==> src/rtl/hpe_pkg.sv <==
package hpe_pkg;

    localparam int unsigned BYTE_W = 8;

    // register indices
    localparam logic [7:0] CTLR_IDX  = 8'h0F;
    localparam logic [7:0] EXT_OFS   = 8'h10;
    localparam logic [7:0] BUS_OFS   = 8'h1E;
    localparam logic [7:0] LATCH_IDX = 8'h28;
    localparam logic [7:0] REV_IDX   = 8'h25;
    localparam logic [7:0] OPT_IDX   = 8'h27;

    // read codes
    localparam logic [7:0] RD_CTLR  = 8'h00;
    localparam logic [7:0] RD_SLOT  = 8'h01;
    localparam logic [7:0] RD_EXT   = 8'h02;
    localparam logic [7:0] RD_BUS   = 8'h03;
    localparam logic [7:0] RD_LATCH = 8'h04;
    localparam logic [7:0] RD_REV   = 8'h05;
    localparam logic [7:0] RD_OPT   = 8'h06;
    localparam logic [7:0] RD_COMBO = 8'h07;

    // write codes: controller-wide
    localparam logic [7:0] WR_IRQ_EN    = 8'h00;
    localparam logic [7:0] WR_IRQ_DIS   = 8'h01;
    localparam logic [7:0] WR_IRQ_CLR   = 8'h06;
    localparam logic [7:0] WR_CTL_RESET = 8'h07;
    localparam logic [7:0] WR_IRQ_ROUTE = 8'h08;
    localparam logic [7:0] WR_ALL_ON    = 8'h11;
    localparam logic [7:0] WR_ALL_OFF   = 8'h12;
    // write codes: per slot
    localparam logic [7:0] WR_PWR_OFF   = 8'h02;
    localparam logic [7:0] WR_PWR_ON    = 8'h03;
    localparam logic [7:0] WR_IND_OFF   = 8'h04;
    localparam logic [7:0] WR_IND_ON    = 8'h05;
    localparam logic [7:0] WR_IND_BLINK = 8'h13;
    // write codes: per bus speed mode
    localparam logic [7:0] WR_BUS_M0    = 8'h20;
    localparam logic [7:0] WR_BUS_M4    = 8'h24;

    typedef enum logic [1:0] {
        ERR_NONE    = 2'd0,
        ERR_BADCMD  = 2'd1,
        ERR_BUSY_TO = 2'd2,
        ERR_DONE_TO = 2'd3
    } hpe_err_e;

    typedef enum logic [2:0] {
        ST_IDLE,
        ST_POLL,
        ST_WAIT,
        ST_ACC,
        ST_EXT,
        ST_RESP
    } hpe_state_e;

    typedef enum logic [1:0] {
        PH_PRE,
        PH_MID,
        PH_POST
    } hpe_phase_e;

    typedef struct packed {
        logic       ok;
        logic [7:0] idx;
        logic       ctlr_rd;
        logic       combo;
        logic       chk;
    } hpe_map_t;

    function automatic logic is_ctlr_wr(input logic [7:0] c);
        return (c == WR_IRQ_EN) || (c == WR_IRQ_DIS) || (c == WR_IRQ_CLR) ||
               (c == WR_CTL_RESET) || (c == WR_IRQ_ROUTE) ||
               (c == WR_ALL_ON) || (c == WR_ALL_OFF);
    endfunction

    function automatic logic is_slot_wr(input logic [7:0] c);
        return (c == WR_PWR_OFF) || (c == WR_PWR_ON) || (c == WR_IND_OFF) ||
               (c == WR_IND_ON) || (c == WR_IND_BLINK);
    endfunction

    function automatic logic is_bus_wr(input logic [7:0] c);
        return (c >= WR_BUS_M0) && (c <= WR_BUS_M4);
    endfunction

endpackage

==> src/rtl/hpe_index_map.sv <==
module hpe_index_map
    import hpe_pkg::*;
#(
    parameter logic [63:0] CHK_MASK = 64'h0000_0000_0000_000C
) (
    input  logic       is_wr,
    input  logic [7:0] code,
    input  logic [7:0] slot,
    input  logic [7:0] bus,
    output hpe_map_t   map
);

    always_comb begin
        map = '0;
        if (is_wr) begin
            if (is_ctlr_wr(code)) begin
                map.ok  = 1'b1;
                map.idx = CTLR_IDX;
            end else if (is_slot_wr(code)) begin
                map.ok  = 1'b1;
                map.idx = slot;
            end else if (is_bus_wr(code)) begin
                map.ok  = 1'b1;
                map.idx = bus + BUS_OFS;
            end
            map.chk = map.ok && (code[7:6] == 2'b00) && CHK_MASK[code[5:0]];
        end else begin
            case (code)
                RD_CTLR:  begin map.ok = 1'b1; map.idx = CTLR_IDX; map.ctlr_rd = 1'b1; end
                RD_SLOT:  begin map.ok = 1'b1; map.idx = slot; end
                RD_EXT:   begin map.ok = 1'b1; map.idx = slot + EXT_OFS; end
                RD_BUS:   begin map.ok = 1'b1; map.idx = bus + BUS_OFS; end
                RD_LATCH: begin map.ok = 1'b1; map.idx = LATCH_IDX; end
                RD_REV:   begin map.ok = 1'b1; map.idx = REV_IDX; end
                RD_OPT:   begin map.ok = 1'b1; map.idx = OPT_IDX; end
                RD_COMBO: begin map.ok = 1'b1; map.idx = slot; map.combo = 1'b1; end
                default:  map = '0;
            endcase
        end
    end

endmodule

==> src/rtl/hpe_try_ctr.sv <==
module hpe_try_ctr #(
    parameter int unsigned MAX_TRIES = 60
) (
    input  logic clk,
    input  logic rst,
    input  logic clr,
    input  logic inc,
    output logic last
);

    localparam int unsigned CW = (MAX_TRIES > 1) ? $clog2(MAX_TRIES) : 1;

    logic [CW-1:0] cnt;

    always_ff @(posedge clk) begin
        if (rst || clr) begin
            cnt <= '0;
        end else if (inc) begin
            cnt <= cnt + 1'b1;
        end
    end

    assign last = (cnt == CW'(MAX_TRIES - 1));

    // the sequencer must give up instead of counting past the limit
    assert_no_overflow_R6: assert property (@(posedge clk) disable iff (rst)
        inc |-> !last)
        else $error("retry counter advanced past its limit");

    assert_clr_inc_excl_R6: assert property (@(posedge clk) disable iff (rst)
        !(inc && clr))
        else $error("retry counter cleared and advanced together");

endmodule

==> src/rtl/hpe_fsm.sv <==
module hpe_fsm
    import hpe_pkg::*;
#(
    parameter int unsigned BUSY_BIT = 0,
    parameter int unsigned DONE_BIT = 1
) (
    input  logic       clk,
    input  logic       rst,
    input  logic       tick,
    input  logic       cmd_valid,
    input  logic       cmd_write,
    input  logic [7:0] cmd_code,
    input  hpe_map_t   map,
    output logic       cmd_ready,
    output logic       acc_req,
    output logic       acc_write,
    output logic [7:0] acc_index,
    output logic [7:0] acc_wdata,
    input  logic       acc_done,
    input  logic [7:0] acc_rdata,
    input  logic       busy_last,
    input  logic       done_last,
    output logic       busy_inc,
    output logic       busy_clr,
    output logic       done_inc,
    output logic       done_clr,
    output logic       rsp_valid,
    output logic [1:0] rsp_err,
    output logic [7:0] rsp_status,
    output logic [7:0] rsp_ext,
    output logic [7:0] rsp_ctlr
);

    hpe_state_e state;
    hpe_phase_e phase;
    hpe_err_e   err_q;
    logic       wr_q, combo_q, ctlrrd_q, chk_q;
    logic [7:0] code_q, idx_q, stat_q, ext_q, ctlr_q;

    logic poll_ret, rd_busy, rd_fin;
    assign poll_ret = (state == ST_POLL) && acc_done;
    assign rd_busy  = acc_rdata[BUSY_BIT];
    assign rd_fin   = acc_rdata[DONE_BIT];

    always_ff @(posedge clk) begin
        if (rst) begin
            state    <= ST_IDLE;
            phase    <= PH_PRE;
            err_q    <= ERR_NONE;
            wr_q     <= 1'b0;
            combo_q  <= 1'b0;
            ctlrrd_q <= 1'b0;
            chk_q    <= 1'b0;
            code_q   <= '0;
            idx_q    <= '0;
            stat_q   <= '0;
            ext_q    <= '0;
            ctlr_q   <= '0;
        end else begin
            case (state)
                ST_IDLE: if (cmd_valid) begin
                    wr_q     <= cmd_write;
                    code_q   <= cmd_code;
                    idx_q    <= map.idx;
                    combo_q  <= map.combo;
                    ctlrrd_q <= map.ctlr_rd;
                    chk_q    <= map.chk;
                    stat_q   <= '0;
                    ext_q    <= '0;
                    ctlr_q   <= '0;
                    phase    <= PH_PRE;
                    if (map.ok) begin
                        err_q <= ERR_NONE;
                        state <= ST_POLL;
                    end else begin
                        err_q <= ERR_BADCMD;
                        state <= ST_RESP;
                    end
                end
                ST_POLL: if (acc_done) begin
                    ctlr_q <= acc_rdata;
                    if (rd_busy) begin
                        if (busy_last) begin
                            err_q <= ERR_BUSY_TO;
                            state <= ST_RESP;
                        end else begin
                            state <= ST_WAIT;
                        end
                    end else begin
                        case (phase)
                            PH_PRE: begin
                                if (ctlrrd_q) begin
                                    stat_q <= acc_rdata;
                                    state  <= ST_RESP;
                                end else begin
                                    state  <= ST_ACC;
                                end
                            end
                            PH_MID: state <= ST_EXT;
                            default: begin
                                if (chk_q && !rd_fin) begin
                                    if (done_last) begin
                                        err_q <= ERR_DONE_TO;
                                        state <= ST_RESP;
                                    end else begin
                                        state <= ST_WAIT;
                                    end
                                end else begin
                                    state <= ST_RESP;
                                end
                            end
                        endcase
                    end
                end
                ST_WAIT: if (tick) state <= ST_POLL;
                ST_ACC: if (acc_done) begin
                    if (wr_q) begin
                        phase <= PH_POST;
                        state <= ST_POLL;
                    end else begin
                        stat_q <= acc_rdata;
                        if (combo_q) begin
                            phase <= PH_MID;
                            state <= ST_POLL;
                        end else begin
                            state <= ST_RESP;
                        end
                    end
                end
                ST_EXT: if (acc_done) begin
                    ext_q <= acc_rdata;
                    state <= ST_RESP;
                end
                ST_RESP: state <= ST_IDLE;
                default: state <= ST_IDLE;
            endcase
        end
    end

    // access request decode
    assign acc_req   = (state == ST_POLL) || (state == ST_ACC) || (state == ST_EXT);
    assign acc_write = (state == ST_ACC) && wr_q;
    assign acc_wdata = acc_write ? code_q : 8'h00;
    always_comb begin
        case (state)
            ST_POLL: acc_index = CTLR_IDX;
            ST_EXT:  acc_index = idx_q + EXT_OFS;
            default: acc_index = idx_q;
        endcase
    end

    // retry counter controls
    assign busy_clr = (state == ST_IDLE) || (poll_ret && !rd_busy);
    assign busy_inc = poll_ret && rd_busy && !busy_last;
    assign done_clr = (state == ST_IDLE);
    assign done_inc = poll_ret && !rd_busy && (phase == PH_POST) && chk_q &&
                      !rd_fin && !done_last;

    assign cmd_ready  = (state == ST_IDLE);
    assign rsp_valid  = (state == ST_RESP);
    assign rsp_err    = err_q;
    assign rsp_status = stat_q;
    assign rsp_ext    = ext_q;
    assign rsp_ctlr   = ctlr_q;

    assert_req_hold_R12: assert property (@(posedge clk) disable iff (rst)
        (acc_req && !acc_done) |=> (acc_req && $stable(acc_index) && $stable(acc_write)))
        else $error("access request dropped or changed before completion");

    assert_rsp_pulse_R11: assert property (@(posedge clk) disable iff (rst)
        rsp_valid |=> !rsp_valid)
        else $error("response held longer than one cycle");

    assert_req_vs_rsp_R11: assert property (@(posedge clk) disable iff (rst)
        acc_req |-> !rsp_valid)
        else $error("response while an access is outstanding");

    assert_finished_ok_R8: assert property (@(posedge clk) disable iff (rst)
        (rsp_valid && err_q == ERR_NONE && wr_q && chk_q) |->
        (rsp_ctlr[DONE_BIT] && !rsp_ctlr[BUSY_BIT]))
        else $error("checked write reported success without finished status");

    assert_busy_to_R6: assert property (@(posedge clk) disable iff (rst)
        (rsp_valid && err_q == ERR_BUSY_TO) |-> rsp_ctlr[BUSY_BIT])
        else $error("busy timeout reported with idle status");

endmodule

==> src/rtl/hp_slot_cmd_engine.sv <==
module hp_slot_cmd_engine
    import hpe_pkg::*;
#(
    parameter int unsigned  MAX_TRIES = 60,
    parameter int unsigned  BUSY_BIT  = 0,
    parameter int unsigned  DONE_BIT  = 1,
    parameter logic [63:0]  CHK_MASK  = 64'h0000_0000_0000_000C
) (
    input  logic       clk,
    input  logic       rst,
    input  logic       tick,
    input  logic       cmd_valid,
    output logic       cmd_ready,
    input  logic       cmd_write,
    input  logic [7:0] cmd_code,
    input  logic [7:0] slot_idx,
    input  logic [7:0] bus_idx,
    output logic       acc_req,
    output logic       acc_write,
    output logic [7:0] acc_index,
    output logic [7:0] acc_wdata,
    input  logic       acc_done,
    input  logic [7:0] acc_rdata,
    output logic       rsp_valid,
    output logic [1:0] rsp_err,
    output logic [7:0] rsp_status,
    output logic [7:0] rsp_ext,
    output logic [7:0] rsp_ctlr
);

    hpe_map_t map;
    logic busy_last, done_last, busy_inc, busy_clr, done_inc, done_clr;

    hpe_index_map #(.CHK_MASK(CHK_MASK)) u_map (
        .is_wr (cmd_write),
        .code  (cmd_code),
        .slot  (slot_idx),
        .bus   (bus_idx),
        .map   (map)
    );

    hpe_try_ctr #(.MAX_TRIES(MAX_TRIES)) u_busy_ctr (
        .clk  (clk),
        .rst  (rst),
        .clr  (busy_clr),
        .inc  (busy_inc),
        .last (busy_last)
    );

    hpe_try_ctr #(.MAX_TRIES(MAX_TRIES)) u_done_ctr (
        .clk  (clk),
        .rst  (rst),
        .clr  (done_clr),
        .inc  (done_inc),
        .last (done_last)
    );

    hpe_fsm #(.BUSY_BIT(BUSY_BIT), .DONE_BIT(DONE_BIT)) u_fsm (
        .clk        (clk),
        .rst        (rst),
        .tick       (tick),
        .cmd_valid  (cmd_valid),
        .cmd_write  (cmd_write),
        .cmd_code   (cmd_code),
        .map        (map),
        .cmd_ready  (cmd_ready),
        .acc_req    (acc_req),
        .acc_write  (acc_write),
        .acc_index  (acc_index),
        .acc_wdata  (acc_wdata),
        .acc_done   (acc_done),
        .acc_rdata  (acc_rdata),
        .busy_last  (busy_last),
        .done_last  (done_last),
        .busy_inc   (busy_inc),
        .busy_clr   (busy_clr),
        .done_inc   (done_inc),
        .done_clr   (done_clr),
        .rsp_valid  (rsp_valid),
        .rsp_err    (rsp_err),
        .rsp_status (rsp_status),
        .rsp_ext    (rsp_ext),
        .rsp_ctlr   (rsp_ctlr)
    );

    assert_badcmd_noacc_R4: assert property (@(posedge clk) disable iff (rst)
        (cmd_ready && cmd_valid && !map.ok) |=> (!acc_req && rsp_valid))
        else $error("unknown command started an access");

    assert_ready_idle_R11: assert property (@(posedge clk) disable iff (rst)
        cmd_ready |-> (!acc_req && !rsp_valid))
        else $error("ready while busy");

endmodule

==> config.mk <==
export PLATFORM = sky130hd
export DESIGN_NAME = hp_slot_cmd_engine
export DESIGN_NICKNAME = d
export VERILOG_FILES = /design/src/rtl/hpe_pkg.sv /design/src/rtl/hpe_index_map.sv /design/src/rtl/hpe_try_ctr.sv /design/src/rtl/hpe_fsm.sv /design/src/rtl/hp_slot_cmd_engine.sv
export SDC_FILE = /design/constraint.sdc
export NUM_CORES = 1
export LEC_CHECK = 0
export BUFFER_PORTS_ARGS = -buffer_cell sky130_fd_sc_hd__buf_2
export CAP_MARGIN = 20
export CORE_ASPECT_RATIO = 2
export CORE_MARGIN = 8
export CORE_UTILIZATION = 54
export DETAILED_ROUTE_END_ITERATION = 7
export GPL_TIMING_DRIVEN = 0
export PLACE_DENSITY = 0.78
export SETUP_SLACK_MARGIN = 0.2
export SKIP_LAST_GASP = 1
export SYNTH_ARGS = -nofsm -noshare
export SYNTH_HDL_FRONTEND = slang
export SYNTH_SLANG_ARGS = --single-unit
==> constraint.sdc <==
create_clock -name clk -period 2.53 [get_ports clk]
set_input_delay 0.253 -clock clk [delete_from_list [all_inputs] [get_ports clk]]
set_output_delay 0.253 -clock clk [all_outputs]
set_load 0.01 [all_outputs]
# ---- Word level (Yosys, flattened, before mapping)
# Memories as Yosys holds them, arrays and structs flattened.
# Index checks and enable logic that the tools add are counted.
dict set report word_totals {
  mem_bits_ro 64
  input_bits 38
  regBits 63
  word_cells 159
  mem_count 1
  output_inout_bits 46
}
dict set report op_classes {
  n_eq_ne 34
  mux 53
  reduce_logical 49
  n_addsub 5
  magnitude_cmp 3
}
# memory depth width rd rd_ports_with_merged_regs write_ports line_no
set mem_list {}
lappend mem_list {{(name not given)} 64 1 1 0 0 hpe_index_map.sv:26} ;# map.chk = map.ok && (code[7:6] == 2'b00) && CHK_MASK[code[5:0]];
# operator count
set ops {}
lappend ops {{$mux 8} 9}
lappend ops {{$pmux 9 s7} 1}
lappend ops {{$pmux 8 s2} 3}
lappend ops {{$mux 9} 5}
lappend ops {{$mux 3} 13}
lappend ops {{$eq 8x3->1 const B} 4}
lappend ops {{$add 8x5->8 const B} 3}
lappend ops {{$eq 8x5->1 const B} 3}
lappend ops {{$mux 2} 12}
lappend ops {{$pmux 8 s3} 1}
lappend ops {{$eq 8x2->1 const B} 2}
lappend ops {{$ne 2x2->1 const B} 8}
lappend ops {{$logic_or 1x1->1} 15}
lappend ops {{$pmux 3 s5} 1}
lappend ops {{$logic_and 1x1->1} 13}
lappend ops {{$add 6x1->6 const B} 2}
lappend ops {{$eq 6x6->1 const B} 2}
lappend ops {{$eq 8x1->1 const B} 1}
lappend ops {{$eq 8x4->1 const B} 1}
lappend ops {{$ge 8x6->1 const B} 1}
lappend ops {{$le 8x6->1 const B} 1}
lappend ops {{$logic_not 8->1} 1}
lappend ops {{$pmux 2 s2} 2}
lappend ops {{$reduce_and 8->1} 1}
lappend ops {{23 further kinds} 39}

# ---- Longest topological paths before layout
dict set report logic_depth {
  word_depth 13
  ltp_mapped 7
  mapped_depth_nobuf 7
}

# ---- Hierarchy
# A second synthesis with hierarchy kept.
dict set report hier_totals {
  hier_cells 464
  hier_area_um2 3682.3
}
# module seq_area_each_um2 area_each_um2 instances cells_each
set by_module_without_submodules {}
lappend by_module_without_submodules {hpe_fsm 1021.0 2403.6 1 298}
lappend by_module_without_submodules {hpe_index_map 0.0 763.2 1 110}
lappend by_module_without_submodules {hpe_try_ctr 120.1 257.7 2 28}

# ---- Least setup slack after synthesis
# OpenSTA, ideal clock, no wires.
dict set report synth_path {
  path_type {reg-to-reg}
  start {register u_done_ctr.cnt[0]}
  end {register u_fsm.state[2]}
  arrival_ps 1717
  setup_slack_ps 722
  stages_incl_launch_ff 8
  period_less_slack_ps 1808
  t_required_ps 2439
  setup_ps 91
  path_buffers 1
  cell_sequence {dfxtp_1 -> ha_1 -> nand3b_1 -> o21ba_2 -> clkbuf_1 -> or3_1 -> a31o_2 -> a311oi_1}
}
dict set report synth_between {
  elab_chain_cells 7
}
# element line_no
set synth_lines {}
lappend synth_lines {{from (decl)} hpe_try_ctr.sv:13} ;# logic [CW-1:0] cnt;
lappend synth_lines {{from (signal assigned)} hpe_try_ctr.sv:19} ;# cnt <= cnt + 1'b1;
lappend synth_lines {{$eq 6x6->1} hpe_try_ctr.sv:23} ;# assign last = (cnt == CW'(MAX_TRIES - 1));
lappend synth_lines {{$mux 3} hpe_fsm.sv:102} ;# if (done_last) begin
lappend synth_lines {{$mux 3} hpe_fsm.sv:101} ;# if (chk_q && !rd_fin) begin
lappend synth_lines {{$pmux 3 s2} hpe_fsm.sv:90} ;# case (phase)
lappend synth_lines {{$mux 3} hpe_fsm.sv:82} ;# if (rd_busy) begin
lappend synth_lines {{$mux 3} hpe_fsm.sv:80} ;# ST_POLL: if (acc_done) begin
lappend synth_lines {{$pmux 3 s5} hpe_fsm.sv:60} ;# case (state)
lappend synth_lines {{to (signal assigned)} hpe_fsm.sv:85} ;# state <= ST_RESP;
lappend synth_lines {{to (signal assigned)} hpe_fsm.sv:87} ;# state <= ST_WAIT;
lappend synth_lines {{to (signal assigned)} hpe_fsm.sv:94} ;# state <= ST_RESP;
lappend synth_lines {{to (decl)} hpe_fsm.sv:34} ;# hpe_state_e state;
# Every way passes these cells. The select of a mux whose other input is x is not followed.
# A chain may end at the register's enable or synchronous reset.

# ---- Worst setup path after layout
dict set report layout_path {
  start {register u_fsm.state[1]}
  end {output acc_index[7]}
}
dict set report layout_between {
  elab_chain_cells 2
  word_cells_on_any_way 3
  classes_between {2 x eq/ne; 1 x mux}
}
# element line_no
set layout_lines {}
lappend layout_lines {{from (signal assigned)} hpe_fsm.sv:47} ;# state <= ST_IDLE;
lappend layout_lines {{from (signal assigned)} hpe_fsm.sv:74} ;# state <= ST_POLL;
lappend layout_lines {{from (signal assigned)} hpe_fsm.sv:77} ;# state <= ST_RESP;
lappend layout_lines {{$eq 3x3->1 / $eq 3x1->1 (equally long branches)} hpe_fsm.sv:145} ;# case (state)
lappend layout_lines {{$pmux 8 s2 *} hpe_fsm.sv:145}
lappend layout_lines {{to (decl)} hp_slot_cmd_engine.sv:20} ;# output logic [7:0] acc_index,
# Every way passes the cells marked *; elsewhere a longest branch is shown, timed or not.

==> flow_summary.toml <==
[die]
die-width_um = 74.4
start_util_pct = 55.6
dieHeight_um = 133
core-area_um2 = 6620
pin_count = 84
num_rows = 42
dieArea_um2 = 9870

[synthesis]
synth_top_family_by_area = "simple AND/OR/NAND/NOR gates"
ys_types = 66
synthFlopType = "dfxtp_1"
yosys.area_share.simple_pct = 29.7
synth_adder_area_share_pct = 1.97
synth_top_cell_area_share_pct = 34.3
synth-xor-area-share_pct = 3.10
synth_nets = 535
yosys.area.top_type = "dfxtp_1"
synth_seq_cells = 63
synth-edff-count = 0
synth_compound_area_share_pct = 24.3
muxShareOfSynthArea_pct = 1.39
ys_seq_area_share_pct = 34.3
netlist_top_cells_area = "dfxtp_1, a21oi_1, nand2_1"
yosysWarnings = 0
syn_area_um2 = 3680
synth_area_per_cell_um2 = 7.48
async_flop_share_pct = 0
synthCells = 492

[global_route]
grt_pass1_wl_um = 19700
grt_max_degree = 13
antenna_found_initial = 0
grtUsageMet3_pct = 5.07
gr-usage-all-layers_pct = 25.5
top_usage_layer = "met2"
gr-total-overflow = 0
use_met2_pct = 48.1
grt_use_met1_pct = 22.3
grt_pass1_vias = 4117

[sta]
skew_ns = 0.00964
fin_crit_ns = 2.24
setup_viol = 0
rsz0062_at_grt = "false"
slew_viol_final = 0
relSlewSlack_pct = 54.7
tightest_slew_ns = 0.680
post-route-period-util_pct = 88.4
max_freq_ghz = 0.447
fin_tns_setup_ns = 0
finalHoldViolCount = 0
setup_ws_ns = 0.293

[clocking]
hold_buffers = 0
cts_tree = "done"
cts_buffer_depth = 2
htreeDepth = 3
cts_resized = 4
insertion_delay_ns = 0.34
cts_sinks = 63
cts_setup_buffers = 0
numCtsBuffers = 9
path_clk_slew_ns = 0.05
cts_root_buffer = "clkbuf_16"

[worst_setup_path]
cp.required_ns = 2.28
worstSetupPathType = "flop to primary output"
slowest_stage = "dfxtp_1"
worst-path-stages = 6
critical_path.top_delay_family = "buffers and inverters"
start_kind = "flop"
critPathBufInv = 3
arrival_ns = 1.98
crit_fanout = 10
path_cells = "clkbuf_2 > nor3_2 > clkbuf_4 > nand4_1 > mux2i_1 > buf_2"
slowest_delay_ns = 0.38
worst_r2r_path_depth = 5
critPathCaptureType = "primary output"

[final_layout]
synthToLayoutAreaGrowth_pct = 23.7
fin_nets = 627
drive_gt1_share_pct = 20.4
fin_util_pct = 68.7
diodes = 0

[power_and_ir_drop]
peakVddDrop_mv = 0.421
power.leakage_nw = 1.84
p_per_area_nw_per_um2 = 775

[drt]
first_pass_iters = 5
routed_wl_um = 12500
via_per_inst = 6.12
dr.first_iter.drc_count = 278
vias = 4145
ant_nets = 0
drc = 0
wire_per_inst_um = 18.4

[placement]
place_hpwl_um = 9760
portBuffers = 81
place_ws_ns = 0.266
place.gp.congestion = 1.02

[min_path]
whs_path_depth = 3
hp-class = "input port to flop"

[job]
drv_cap = 0

[status]
status = "finished, final reports clean"
[kinds of logic after synthesis]
kind of cell	count (synthesis)
buf+inv	50
flops	63
mux	5
xor+xnor	13
compound gates	145
fa+ha+maj	6
simple gates	210
[routing by layer]
layer,up-vias,part of all wire (%)
li1,1982,-
met1,1894,33
met3,73,4.9
met2,196,55
met4,0,6.8
met5,-,0
[layout by cell type, fill, tap and decap left out, drive strengths merged, types with 3 or more instances in the layout]
| cell | instances |
|---|---|
| nand4 | 16 |
| inv | 17 |
| nand3 | 34 |
| a22oi | 6 |
| and3 | 5 |
| xor2 | 12 |
| nand3b | 3 |
| clkinv | 4 |
| or3 | 6 |
| nand2b | 13 |
| nor3 | 12 |
| o32ai | 5 |
| nor2 | 33 |
| nand2 | 55 |
| o31ai | 4 |
| a211oi | 3 |
| dfxtp | 63 |
| clkbuf | 38 |
| o21ai | 35 |
| a31o | 3 |
| ha | 5 |
| o311ai | 3 |
| buf | 85 |
| nor2b | 5 |
| o22ai | 3 |
| a31oi | 6 |
| nor4 | 7 |
| and2 | 9 |
| a21oi | 57 |
| mux2i | 4 |
[where the power goes]
part	switching [mW]	leakage (nW)	internal [mW]
registers	0.0636	0.511	1.08
clock network	0.467	0.159	0.893
logic	0.685	1.17	0.337
total	1.22	1.84	2.31
[synth_stat cells (3+ instances only)]
library cell  count
dfxtp_1          63
a31oi_1           6
and2_1            9
or3_1             6
o21ai_1           3
ha_1              5
nand3b_1          3
nand2b_1         13
clkbuf_1         27
nand2_1          55
nor3_1           11
o31ai_1           4
xor2_1           12
a31o_2            3
nand3_1          34
a22oi_1           6
o32ai_1           5
nand4_1          15
mux2i_1           4
inv_1            17
a21oi_1          57
o22ai_1           3
and3_1            5
o21ai_0          32
nor2_1           33
nor2b_1           5
nor4_1            6
o311ai_0          3
[area by class of cell]
type | instances | area (um2)
Buffer | 32 | 136
Clock buffer | 10 | 239
Clock inverter | 6 | 93.8
Fill cell | 612 | 2070
Inverter | 18 | 67.6
Multi-Input combinational cell | 379 | 2240
Sequential cell | 63 | 1260
Tap cell | 88 | 110
Timing Repair Buffer | 81 | 405
[worst paths after layout]
| kind | start | to | slack (ns) |
|---|---|---|---|
| hold reg to reg | u_fsm.rsp_ctlr[6] | u_fsm.rsp_ctlr[6] | 0.45 |
| hold / removal | cmd_code[6] | u_fsm.code_q[6] | 0.19 |
| setup reg to reg | u_fsm.state[1] | u_fsm.idx_q[2] | 0.42 |
| setup / recovery | u_fsm.state[1] | acc_index[7] | 0.29 |
[tightest hold or removal path: cells and delay by family]
kind | cells | cell delay [ns]
AOI/OAI and AO/OA | 1 | 0.05
buffers and inverters | 1 | 0.12
and+or+nand+nor | 1 | 0.06
[metrics by stage]
step / cell area, um2 / hold slack [ns] / std cells / total power, mW
3_3_place_gp: 4190 / 0.438 / 661 / 2.14
5_1_grt: 4550 / 0.200 / 677 / 3.68
6_report: 4550 / 0.193 / 677 / 3.52
2_1_floorplan: 3680 / 0.389 / 492 / 1.78
4_1_cts: 4540 / 0.180 / 677 / 3.51
3_5_place_dp: 4190 / 0.442 / 661 / 2.15
[registers in the layout (all words and copies together), names as in the netlist]
signal / flops
u_fsm.chk_q: 1
u_fsm.wr_q: 1
u_fsm.combo_q: 1
u_busy_ctr.cnt: 6
u_fsm.phase: 2
u_fsm.idx_q: 8
u_fsm.state: 3
u_fsm.ctlrrd_q: 1
u_fsm.rsp_err: 2
u_fsm.rsp_status: 8
u_fsm.code_q: 8
u_done_ctr.cnt: 6
u_fsm.rsp_ctlr: 8
u_fsm.rsp_ext: 8
Power figures use the tool's default switching activity.
